<file path="config.mk">
export PLATFORM = sky130hd
export DESIGN_NAME = sdes_lane
export DESIGN_NICKNAME = d
export VERILOG_FILES = /design/src/rtl/sdes_pkg.sv /design/src/rtl/sdes_width_cfg.sv /design/src/rtl/sdes_des_unit.sv /design/src/rtl/sdes_ser_unit.sv /design/src/rtl/sdes_lane.sv
export SDC_FILE = /design/constraint.sdc
export NUM_CORES = 1
export LEC_CHECK = 0
export BUFFER_PORTS_ARGS = -buffer_cell sky130_fd_sc_hd__buf_2
export CAP_MARGIN = 5
export CORE_MARGIN = 4
export CORE_UTILIZATION = 51
export DETAILED_ROUTE_END_ITERATION = 8
export GPL_ROUTABILITY_DRIVEN = 0
export PLACE_DENSITY = 0.75
export SYNTH_ARGS = -nofsm -noshare
export SYNTH_HDL_FRONTEND = slang
export SYNTH_SLANG_ARGS = --single-unit
</file>
<file path="constraint.sdc">
create_clock -name clk -period 1.9 [get_ports clk]
set_clock_uncertainty 0.15 [all_clocks]
set_input_delay 0.38 -clock clk [delete_from_list [all_inputs] [get_ports clk]]
set_output_delay 0.38 -clock clk [all_outputs]
set_load 0.03 [all_outputs]
</file>
<file path="src/rtl/sdes_pkg.sv">
// Shared sizing for the serial/parallel lane.
// Assumes a lane built from exactly two equal converter units.
package sdes_pkg;
    localparam int SD_UNIT_W = 4;                        // bits per converter unit
    localparam int SD_UNITS  = 2;                        // low unit and high unit
    localparam int SD_LANE_W = SD_UNIT_W * SD_UNITS;     // widest cascaded word
    localparam int SD_CNT_W  = $clog2(SD_LANE_W + 1);    // bits for a width value
    localparam int SD_MIN_W  = 2;                        // narrowest single word
endpackage

</file>
<file path="src/rtl/sdes_width_cfg.sv">
// Word width register and bit-slip offset.
// Accepts a width only when it is legal for the mode present during the write.
// Keeps the slip offset below the width.
// Assumes cascade_en is held steady while a width write is under way.
module sdes_width_cfg #(
    parameter int UNIT_W = sdes_pkg::SD_UNIT_W,
    parameter int CNT_W  = sdes_pkg::SD_CNT_W
) (
    input  logic             clk,
    input  logic             rst_n,
    input  logic             cascade_en,
    input  logic             cfg_we,
    input  logic [CNT_W-1:0] cfg_width,
    input  logic             bitslip,
    output logic [CNT_W-1:0] width_q,
    output logic [CNT_W-1:0] slip_q
);
    logic legal;
    logic slip_wrap;

    // Decide whether the requested width belongs to the legal set of the current mode.
    always_comb begin
        if (cascade_en) begin
            legal = (cfg_width >= CNT_W'(UNIT_W + 1)) && (cfg_width <= CNT_W'(2 * UNIT_W));
        end else begin
            legal = (cfg_width >= CNT_W'(sdes_pkg::SD_MIN_W)) && (cfg_width <= CNT_W'(UNIT_W));
        end
    end

    assign slip_wrap = (slip_q == width_q - CNT_W'(1));

    // Hold the width; step the slip offset modulo the width, and clear it on a new width.
    always_ff @(posedge clk) begin
        if (!rst_n) begin
            width_q <= CNT_W'(UNIT_W);
            slip_q  <= '0;
        end else if (cfg_we && legal) begin
            width_q <= cfg_width;
            slip_q  <= '0;
        end else if (bitslip) begin
            slip_q  <= slip_wrap ? '0 : slip_q + CNT_W'(1);
        end
    end
endmodule

</file>
<file path="src/rtl/sdes_des_unit.sv">
// One receive converter unit: a shift register that moves toward bit 0.
// The newest bit enters at the top, so the oldest bit lands in bit 0.
// Assumes the caller chooses the incoming bit: the serial line, or the unit above when cascaded.
module sdes_des_unit #(
    parameter int UNIT_W = sdes_pkg::SD_UNIT_W
) (
    input  logic              clk,
    input  logic              rst_n,
    input  logic              shift_in,
    output logic [UNIT_W-1:0] sr_q
);
    // Shift one bit per fast clock.
    always_ff @(posedge clk) begin
        if (!rst_n) begin
            sr_q <= '0;
        end else begin
            sr_q <= {shift_in, sr_q[UNIT_W-1:1]};
        end
    end
endmodule

</file>
<file path="src/rtl/sdes_ser_unit.sv">
// One transmit converter unit: loads a slice of the word on the strobe.
// Between loads it shifts toward bit 0, and bit 0 is the unit's outgoing bit.
// Assumes the caller supplies the fill bit: zero, or the unit above when cascaded.
module sdes_ser_unit #(
    parameter int UNIT_W = sdes_pkg::SD_UNIT_W
) (
    input  logic              clk,
    input  logic              rst_n,
    input  logic              load,
    input  logic [UNIT_W-1:0] load_word,
    input  logic              chain_in,
    output logic              tail
);
    logic [UNIT_W-1:0] sr_q;

    // Load on the strobe; otherwise shift LSB first.
    always_ff @(posedge clk) begin
        if (!rst_n) begin
            sr_q <= '0;
        end else if (load) begin
            sr_q <= load_word;
        end else begin
            sr_q <= {chain_in, sr_q[UNIT_W-1:1]};
        end
    end

    assign tail = sr_q[0];
endmodule

</file>
<file path="src/rtl/sdes_lane.sv">
// Two-unit serial/parallel lane with cascade mode.
// Receive path: slip delay line, then two shift units, then a capture register two edges after the strobe.
// Transmit path: two loadable shift units, with the low unit driving ser_out.
// Assumes the strobe arrives once every N cycles and is synchronous to clk.
module sdes_lane #(
    parameter int UNIT_W = sdes_pkg::SD_UNIT_W,
    localparam int UNITS  = sdes_pkg::SD_UNITS,
    localparam int LANE_W = UNIT_W * UNITS,
    localparam int CNT_W  = $clog2(LANE_W + 1)
) (
    input  logic              clk,
    input  logic              rst_n,
    input  logic              cascade_en,
    input  logic              cfg_we,
    input  logic [CNT_W-1:0]  cfg_width,
    input  logic              bitslip,
    input  logic              strobe,
    input  logic              ser_in,
    output logic [LANE_W-1:0] par_out,
    output logic              par_out_valid,
    input  logic [LANE_W-1:0] par_in,
    input  logic              par_in_valid,
    output logic              ser_out
);
    logic [CNT_W-1:0]  width_q;
    logic [CNT_W-1:0]  slip_q;
    logic [LANE_W-2:0] dly_q;
    logic              tap;
    logic [UNIT_W-1:0] des_q [UNITS];
    logic [UNITS-1:0]  des_in;
    logic              strobe_d;
    logic [LANE_W-1:0] lane_bits;
    logic [CNT_W-1:0]  shamt;
    logic [LANE_W-1:0] load_word;
    logic [UNITS-1:0]  ser_tail;
    logic [UNITS-1:0]  ser_chain;

    sdes_width_cfg #(.UNIT_W(UNIT_W), .CNT_W(CNT_W)) u_cfg (
        .clk        (clk),
        .rst_n      (rst_n),
        .cascade_en (cascade_en),
        .cfg_we     (cfg_we),
        .cfg_width  (cfg_width),
        .bitslip    (bitslip),
        .width_q    (width_q),
        .slip_q     (slip_q)
    );

    // Slip delay line: keeps the last LANE_W-1 serial bits.
    always_ff @(posedge clk) begin
        if (!rst_n) begin
            dly_q <= '0;
        end else begin
            dly_q <= {dly_q[LANE_W-3:0], ser_in};
        end
    end

    // Pick the delay tap given by the slip offset.
    always_comb begin
        tap = ser_in;
        for (int k = 0; k < LANE_W - 1; k++) begin
            if (slip_q == CNT_W'(k + 1)) tap = dly_q[k];
        end
    end

    generate
        for (genvar u = 0; u < UNITS; u++) begin : g_des
            if (u == UNITS - 1) begin : g_top
                assign des_in[u] = tap;
            end else begin : g_low
                assign des_in[u] = cascade_en ? des_q[u+1][0] : tap;
            end
            sdes_des_unit #(.UNIT_W(UNIT_W)) u_unit (
                .clk      (clk),
                .rst_n    (rst_n),
                .shift_in (des_in[u]),
                .sr_q     (des_q[u])
            );
        end
    endgenerate

    // Line the newest N received bits up with bit 0 for the current mode.
    always_comb begin
        if (cascade_en) begin
            lane_bits = {des_q[1], des_q[0]};
            shamt     = CNT_W'(LANE_W) - width_q;
        end else begin
            lane_bits = {{UNIT_W{1'b0}}, des_q[0]};
            shamt     = CNT_W'(UNIT_W) - width_q;
        end
    end

    // Capture the received word one cycle after the strobe.
    always_ff @(posedge clk) begin
        if (!rst_n) begin
            strobe_d      <= 1'b0;
            par_out_valid <= 1'b0;
            par_out       <= '0;
        end else begin
            strobe_d      <= strobe;
            par_out_valid <= strobe_d;
            if (strobe_d) par_out <= lane_bits >> shamt;
        end
    end

    assign load_word = par_in_valid ? par_in : '0;

    generate
        for (genvar u = 0; u < UNITS; u++) begin : g_ser
            if (u == UNITS - 1) begin : g_top
                assign ser_chain[u] = 1'b0;
            end else begin : g_low
                assign ser_chain[u] = cascade_en ? ser_tail[u+1] : 1'b0;
            end
            sdes_ser_unit #(.UNIT_W(UNIT_W)) u_unit (
                .clk       (clk),
                .rst_n     (rst_n),
                .load      (strobe),
                .load_word (load_word[u*UNIT_W +: UNIT_W]),
                .chain_in  (ser_chain[u]),
                .tail      (ser_tail[u])
            );
        end
    endgenerate

    assign ser_out = ser_tail[0];
endmodule

</file>
==> impl_metrics.xml <==
<?xml version="1.0" encoding="UTF-8"?>
<metrics>
  <group name="floorplan">
    <metric name="placementRows" unit="">22</metric>
    <metric name="width_of_the_chip" unit="µm">71.5</metric>
    <metric name="boundaryPins" unit="">30</metric>
    <metric name="floorplan.die_area" unit="µm²">5110</metric>
    <metric name="initial_standard_cell_utilization_of_the_core" unit="">0.545</metric>
    <metric name="core_area" unit="µm²">3770</metric>
    <metric name="die_h" unit="µm">71.5</metric>
  </group>
  <group name="critical_path">
    <metric name="critPathRequiredTime" unit="ns">1.94</metric>
    <metric name="reg2reg_slack" unit="ns">0.07</metric>
    <metric name="timing.critical_path.cells" unit="">inv_2 &gt; ha_4 &gt; mux4_2 &gt; nand2_1 &gt; o21ai_1 &gt; a32o_1</metric>
    <metric name="arrival_time_of_data_at_the_critical_path_endpoint" unit="ns">1.87</metric>
    <metric name="critical_path.max_fanout" unit="">8</metric>
    <metric name="worst_setup_path_start_kind" unit="">register</metric>
    <metric name="critPathSlowestCell" unit="">sky130_fd_sc_hd__mux4_2</metric>
    <metric name="worst_setup_path_end_kind" unit="">register</metric>
    <metric name="setup.worst_path.class" unit="">register to register</metric>
    <metric name="cpLargestDelayFamily" unit="">multiplexers</metric>
    <metric name="timing.critical_path.slowest_cell_delay" unit="ns">0.50</metric>
    <metric name="critical_path_buf_inv_count" unit="">1</metric>
  </group>
  <group name="global_route">
    <metric name="globalRouteTotalUtil" unit="">0.159</metric>
    <metric name="grt_max_degree" unit="">24</metric>
    <metric name="grt.overflow.total" unit="">0</metric>
    <metric name="grt_pass1_wl" unit="µm">6550</metric>
    <metric name="grt_antenna_before_repair" unit="">0</metric>
    <metric name="via_count_of_the_first_global_routing_pass" unit="">1510</metric>
  </group>
  <group name="final_layout">
    <metric name="final_net_count" unit="">292</metric>
    <metric name="final_area" unit="µm²">2480</metric>
    <metric name="antenna_cells_inserted" unit="">0</metric>
    <metric name="n_fill_cell" unit="">302</metric>
    <metric name="layout-drive-gt1-share" unit="">0.274</metric>
    <metric name="area_growth_syn_to_layout" unit="%">20.6</metric>
  </group>
  <group name="power_and_ir_drop">
    <metric name="sw_frac_of_total" unit="">0.267</metric>
    <metric name="report.power.total" unit="W">0.00181</metric>
    <metric name="worst_ir_drop_vdd" unit="V">0.000619</metric>
    <metric name="power.internal" unit="W">0.00133</metric>
    <metric name="power.density" unit="nW/µm²">730</metric>
    <metric name="power_frac_comb" unit="">0.163</metric>
    <metric name="flop_pwr_share" unit="">0.503</metric>
    <metric name="power_dissipated_by_switching_net_loads" unit="W">0.000482</metric>
    <metric name="cellLeakagePower" unit="nW">1.00</metric>
    <metric name="clock_power_share" unit="">0.334</metric>
  </group>
  <group name="detailed_routing">
    <metric name="dr.pass1.iters" unit="">4</metric>
    <metric name="wl_per_cell" unit="µm">12.4</metric>
    <metric name="drc_errors_left" unit="">0</metric>
    <metric name="routed_wl" unit="µm">3900</metric>
    <metric name="vias" unit="">1640</metric>
    <metric name="antenna_violating_nets_remaining" unit="">0</metric>
    <metric name="via_per_inst" unit="">5.22</metric>
    <metric name="initialDrtViolationCount" unit="">107</metric>
  </group>
  <group name="placed_design">
    <metric name="placed_area" unit="µm²">2370</metric>
    <metric name="io_buffer_count" unit="">29</metric>
    <metric name="place.detailed.hpwl" unit="µm">2970</metric>
  </group>
  <group name="cts">
    <metric name="cts_max_path_buffers" unit="">2</metric>
    <metric name="inserted_clock_buffers" unit="">5</metric>
    <metric name="clk-insertion-delay-late" unit="ns">0.30</metric>
    <metric name="tritoncts" unit="">yes</metric>
    <metric name="tritoncts_num_sinks" unit="">41</metric>
    <metric name="cts_htree_levels" unit="">2</metric>
    <metric name="path_clk_slew" unit="ns">0.08</metric>
    <metric name="clock_root_buffer" unit="">sky130_fd_sc_hd__clkbuf_8</metric>
    <metric name="cts_hold_buffers" unit="">0</metric>
  </group>
  <group name="synth">
    <metric name="count_of_mapped_cells_out_of_synthesis" unit="">227</metric>
    <metric name="yosys.area.top_type_share" unit="">0.400</metric>
    <metric name="part_of_the_yosys_area_used_for_sequential_elements" unit="">0.400</metric>
    <metric name="synth.cell_area" unit="µm²">2050</metric>
    <metric name="synth.avg_cell_area" unit="µm²">9.05</metric>
    <metric name="synth-main-ff-cell" unit="">sky130_fd_sc_hd__dfxtp_1</metric>
    <metric name="postSynthRegisterBits" unit="">41</metric>
    <metric name="synthMostInstantiatedCell" unit="">sky130_fd_sc_hd__dfxtp_1</metric>
    <metric name="synthesis.nets" unit="">254</metric>
    <metric name="total_of_warnings_raised_by_yosys" unit="">0</metric>
    <metric name="synthDistinctLibCells" unit="">48</metric>
    <metric name="yosys-top-cells-count" unit="">41 x sky130_fd_sc_hd__dfxtp_1, 20 x sky130_fd_sc_hd__nand2_1, 19 x sky130_fd_sc_hd__and2_1</metric>
    <metric name="synthTopCellsByArea" unit="">sky130_fd_sc_hd__dfxtp_1 40%, sky130_fd_sc_hd__and2_1 5.8%, sky130_fd_sc_hd__ha_1 4.3%, sky130_fd_sc_hd__nand2_1 3.7%, sky130_fd_sc_hd__xnor2_1 3.4%</metric>
    <metric name="synth.largest_area_cell" unit="">sky130_fd_sc_hd__dfxtp_1</metric>
    <metric name="synth_async_sr_flop_share" unit="">0</metric>
    <metric name="synth_edf_count" unit="">0</metric>
  </group>
  <group name="sta">
    <metric name="rsz0062_at_grt" unit="">false</metric>
    <metric name="setup_violations" unit="">0</metric>
    <metric name="worst-slew-pin-transition" unit="ns">0.419</metric>
    <metric name="period_minus_slack" unit="ns">1.83</metric>
    <metric name="slew_violations" unit="">0</metric>
    <metric name="relSlewSlack" unit="">0.717</metric>
    <metric name="max_clock_freq" unit="MHz">546</metric>
    <metric name="final_hold_viol_count" unit="">0</metric>
    <metric name="period_share" unit="">0.964</metric>
  </group>
  <group name="flow_run">
    <metric name="maxCapViolations" unit="">0</metric>
  </group>
  <group name="outcome">
    <metric name="outcome" unit="">finished, final reports clean</metric>
  </group>
  <group name="worst_hold_path">
    <metric name="hp-class" unit="">input pin to register</metric>
  </group>
</metrics>
[cell type report]
| type | count | area (µm²) | share of cell area |
|---|---|---|---|
| Tap cell | 48 | 60.1 | 0.0242 |
| Multi-Input combinational cell | 164 | 1200 | 0.486 |
| Sequential cell | 41 | 823 | 0.332 |
| Timing Repair Buffer | 41 | 248 | 0.100 |
| Clock inverter | 2 | 13.8 | 0.00556 |
| Inverter | 12 | 45.0 | 0.0182 |
| Clock buffer | 6 | 82.6 | 0.0333 |
[metrics by stage]
| stage | util | hold slack [ns] | TNS [ns] | setup WS [ns] | std cells |
|---|---|---|---|---|---|
| after floorplan | - | 0.280 | 0 | 0.0230 | 227 |
| after global placement | 0.628 | 0.293 | -0.0387 | -0.0387 | 306 |
| after detailed placement | 0.628 | 0.296 | -0.0462 | -0.0462 | 306 |
| after CTS | 0.654 | 0.155 | 0 | 0.0176 | 314 |
| after global routing | 0.657 | 0.172 | 0 | 0.00299 | 314 |
| final | 0.657 | 0.162 | 0 | 0.0677 | 314 |
[routing by layer]
| metal | part of all wire | track usage |
|---|---|---|
| met4 | 0.016 | 0.0626 |
| met5 | 0 | 0 |
| met2 | 0.47 | 0.260 |
| met3 | 0.031 | 0.0337 |
| met1 | 0.48 | 0.204 |
[final timing paths]
| path | start | end | cells past startpoint |
|---|---|---|---|
| max | u_cfg.width_q[1] | par_out[1] | 6 |
| min | par_in[7] | g_ser[1].u_unit.sr_q[3] | 2 |
| max reg2reg | u_cfg.width_q[1] | par_out[1] | 6 |
| min reg2reg | dly_q[3] | dly_q[4] | 1 |
[layout by cell type (no fill, tap or decap), types with 3 or more instances in the layout]
| cell type | count |
|---|---|
| sky130_fd_sc_hd__dfxtp_1 | 39 |
| sky130_fd_sc_hd__buf_2 | 29 |
| sky130_fd_sc_hd__xnor2_1 | 7 |
| sky130_fd_sc_hd__clkbuf_8 | 6 |
| sky130_fd_sc_hd__nor2_1 | 12 |
| sky130_fd_sc_hd__ha_1 | 5 |
| sky130_fd_sc_hd__a32o_1 | 4 |
| sky130_fd_sc_hd__o21ai_0 | 9 |
| sky130_fd_sc_hd__nor2b_1 | 11 |
| sky130_fd_sc_hd__a21oi_1 | 12 |
| sky130_fd_sc_hd__nor3b_1 | 3 |
| sky130_fd_sc_hd__mux2i_1 | 5 |
| sky130_fd_sc_hd__nand2b_1 | 7 |
| sky130_fd_sc_hd__and2_1 | 19 |
| sky130_fd_sc_hd__nand2_1 | 20 |
| sky130_fd_sc_hd__nor3_1 | 4 |
| sky130_fd_sc_hd__nand3_1 | 5 |
| sky130_fd_sc_hd__o32ai_1 | 3 |
| sky130_fd_sc_hd__inv_1 | 10 |
| sky130_fd_sc_hd__buf_4 | 11 |
[power groups by stage]
| stage | Sequential (W) | Clock (W) | Combinational (W) |
|---|---|---|---|
| 6_report | 0.000909 | 0.000604 | 0.000296 |
| 5_1_grt | 0.000915 | 0.000645 | 0.000323 |
| 4_1_cts | 0.000909 | 0.000621 | 0.000294 |
| 3_5_place_dp | 0.000929 | 0 | 0.000293 |
| 3_3_place_gp | 0.000928 | 0 | 0.000289 |
| 2_1_floorplan | 0.000931 | 0 | 0.000200 |
[worst reg2reg max path, delay by kind of cell, from the launching register on]
| family | cells | cell delay, ns |
|---|---|---|
| buffers and inverters | 1 | 0.05 |
| adders and majority gates | 1 | 0.32 |
| muxes | 1 | 0.50 |
| DFF | 1 | 0.34 |
| and+or+nand+nor | 1 | 0.08 |
| AOI/OAI and AO/OA | 2 | 0.28 |
[logic make-up (layout without fill, tap and decap cells)]
family,Yosys count,in the layout,synth area share
compound gates,46,46,0.160
xor+xnor,12,12,0.0585
fa+ha+maj,7,7,0.0426
buf+inv,22,61,0.0463
flops,41,41,0.400
mux,8,8,0.0518
simple gates,91,91,0.242
[flip-flops by register name, summed over array words and instances, names as in the netlist]
name               count
dly_q                  7
u_cfg.width_q          4
strobe_d               1
u_cfg.slip_q           4
g_des.u_unit.sr_q      8
par_out                8
g_ser.u_unit.sr_q      8
par_out_valid          1
[repair_timing]
item | in CTS | in global routing
pin swaps | 0 | 1
setup endpoints to repair | 1 | 5
setup buffers | 0 | 0
resized for setup | 1 | 6
cloned | 0 | 0
No activity file was read; power rests on OpenSTA's default activity.
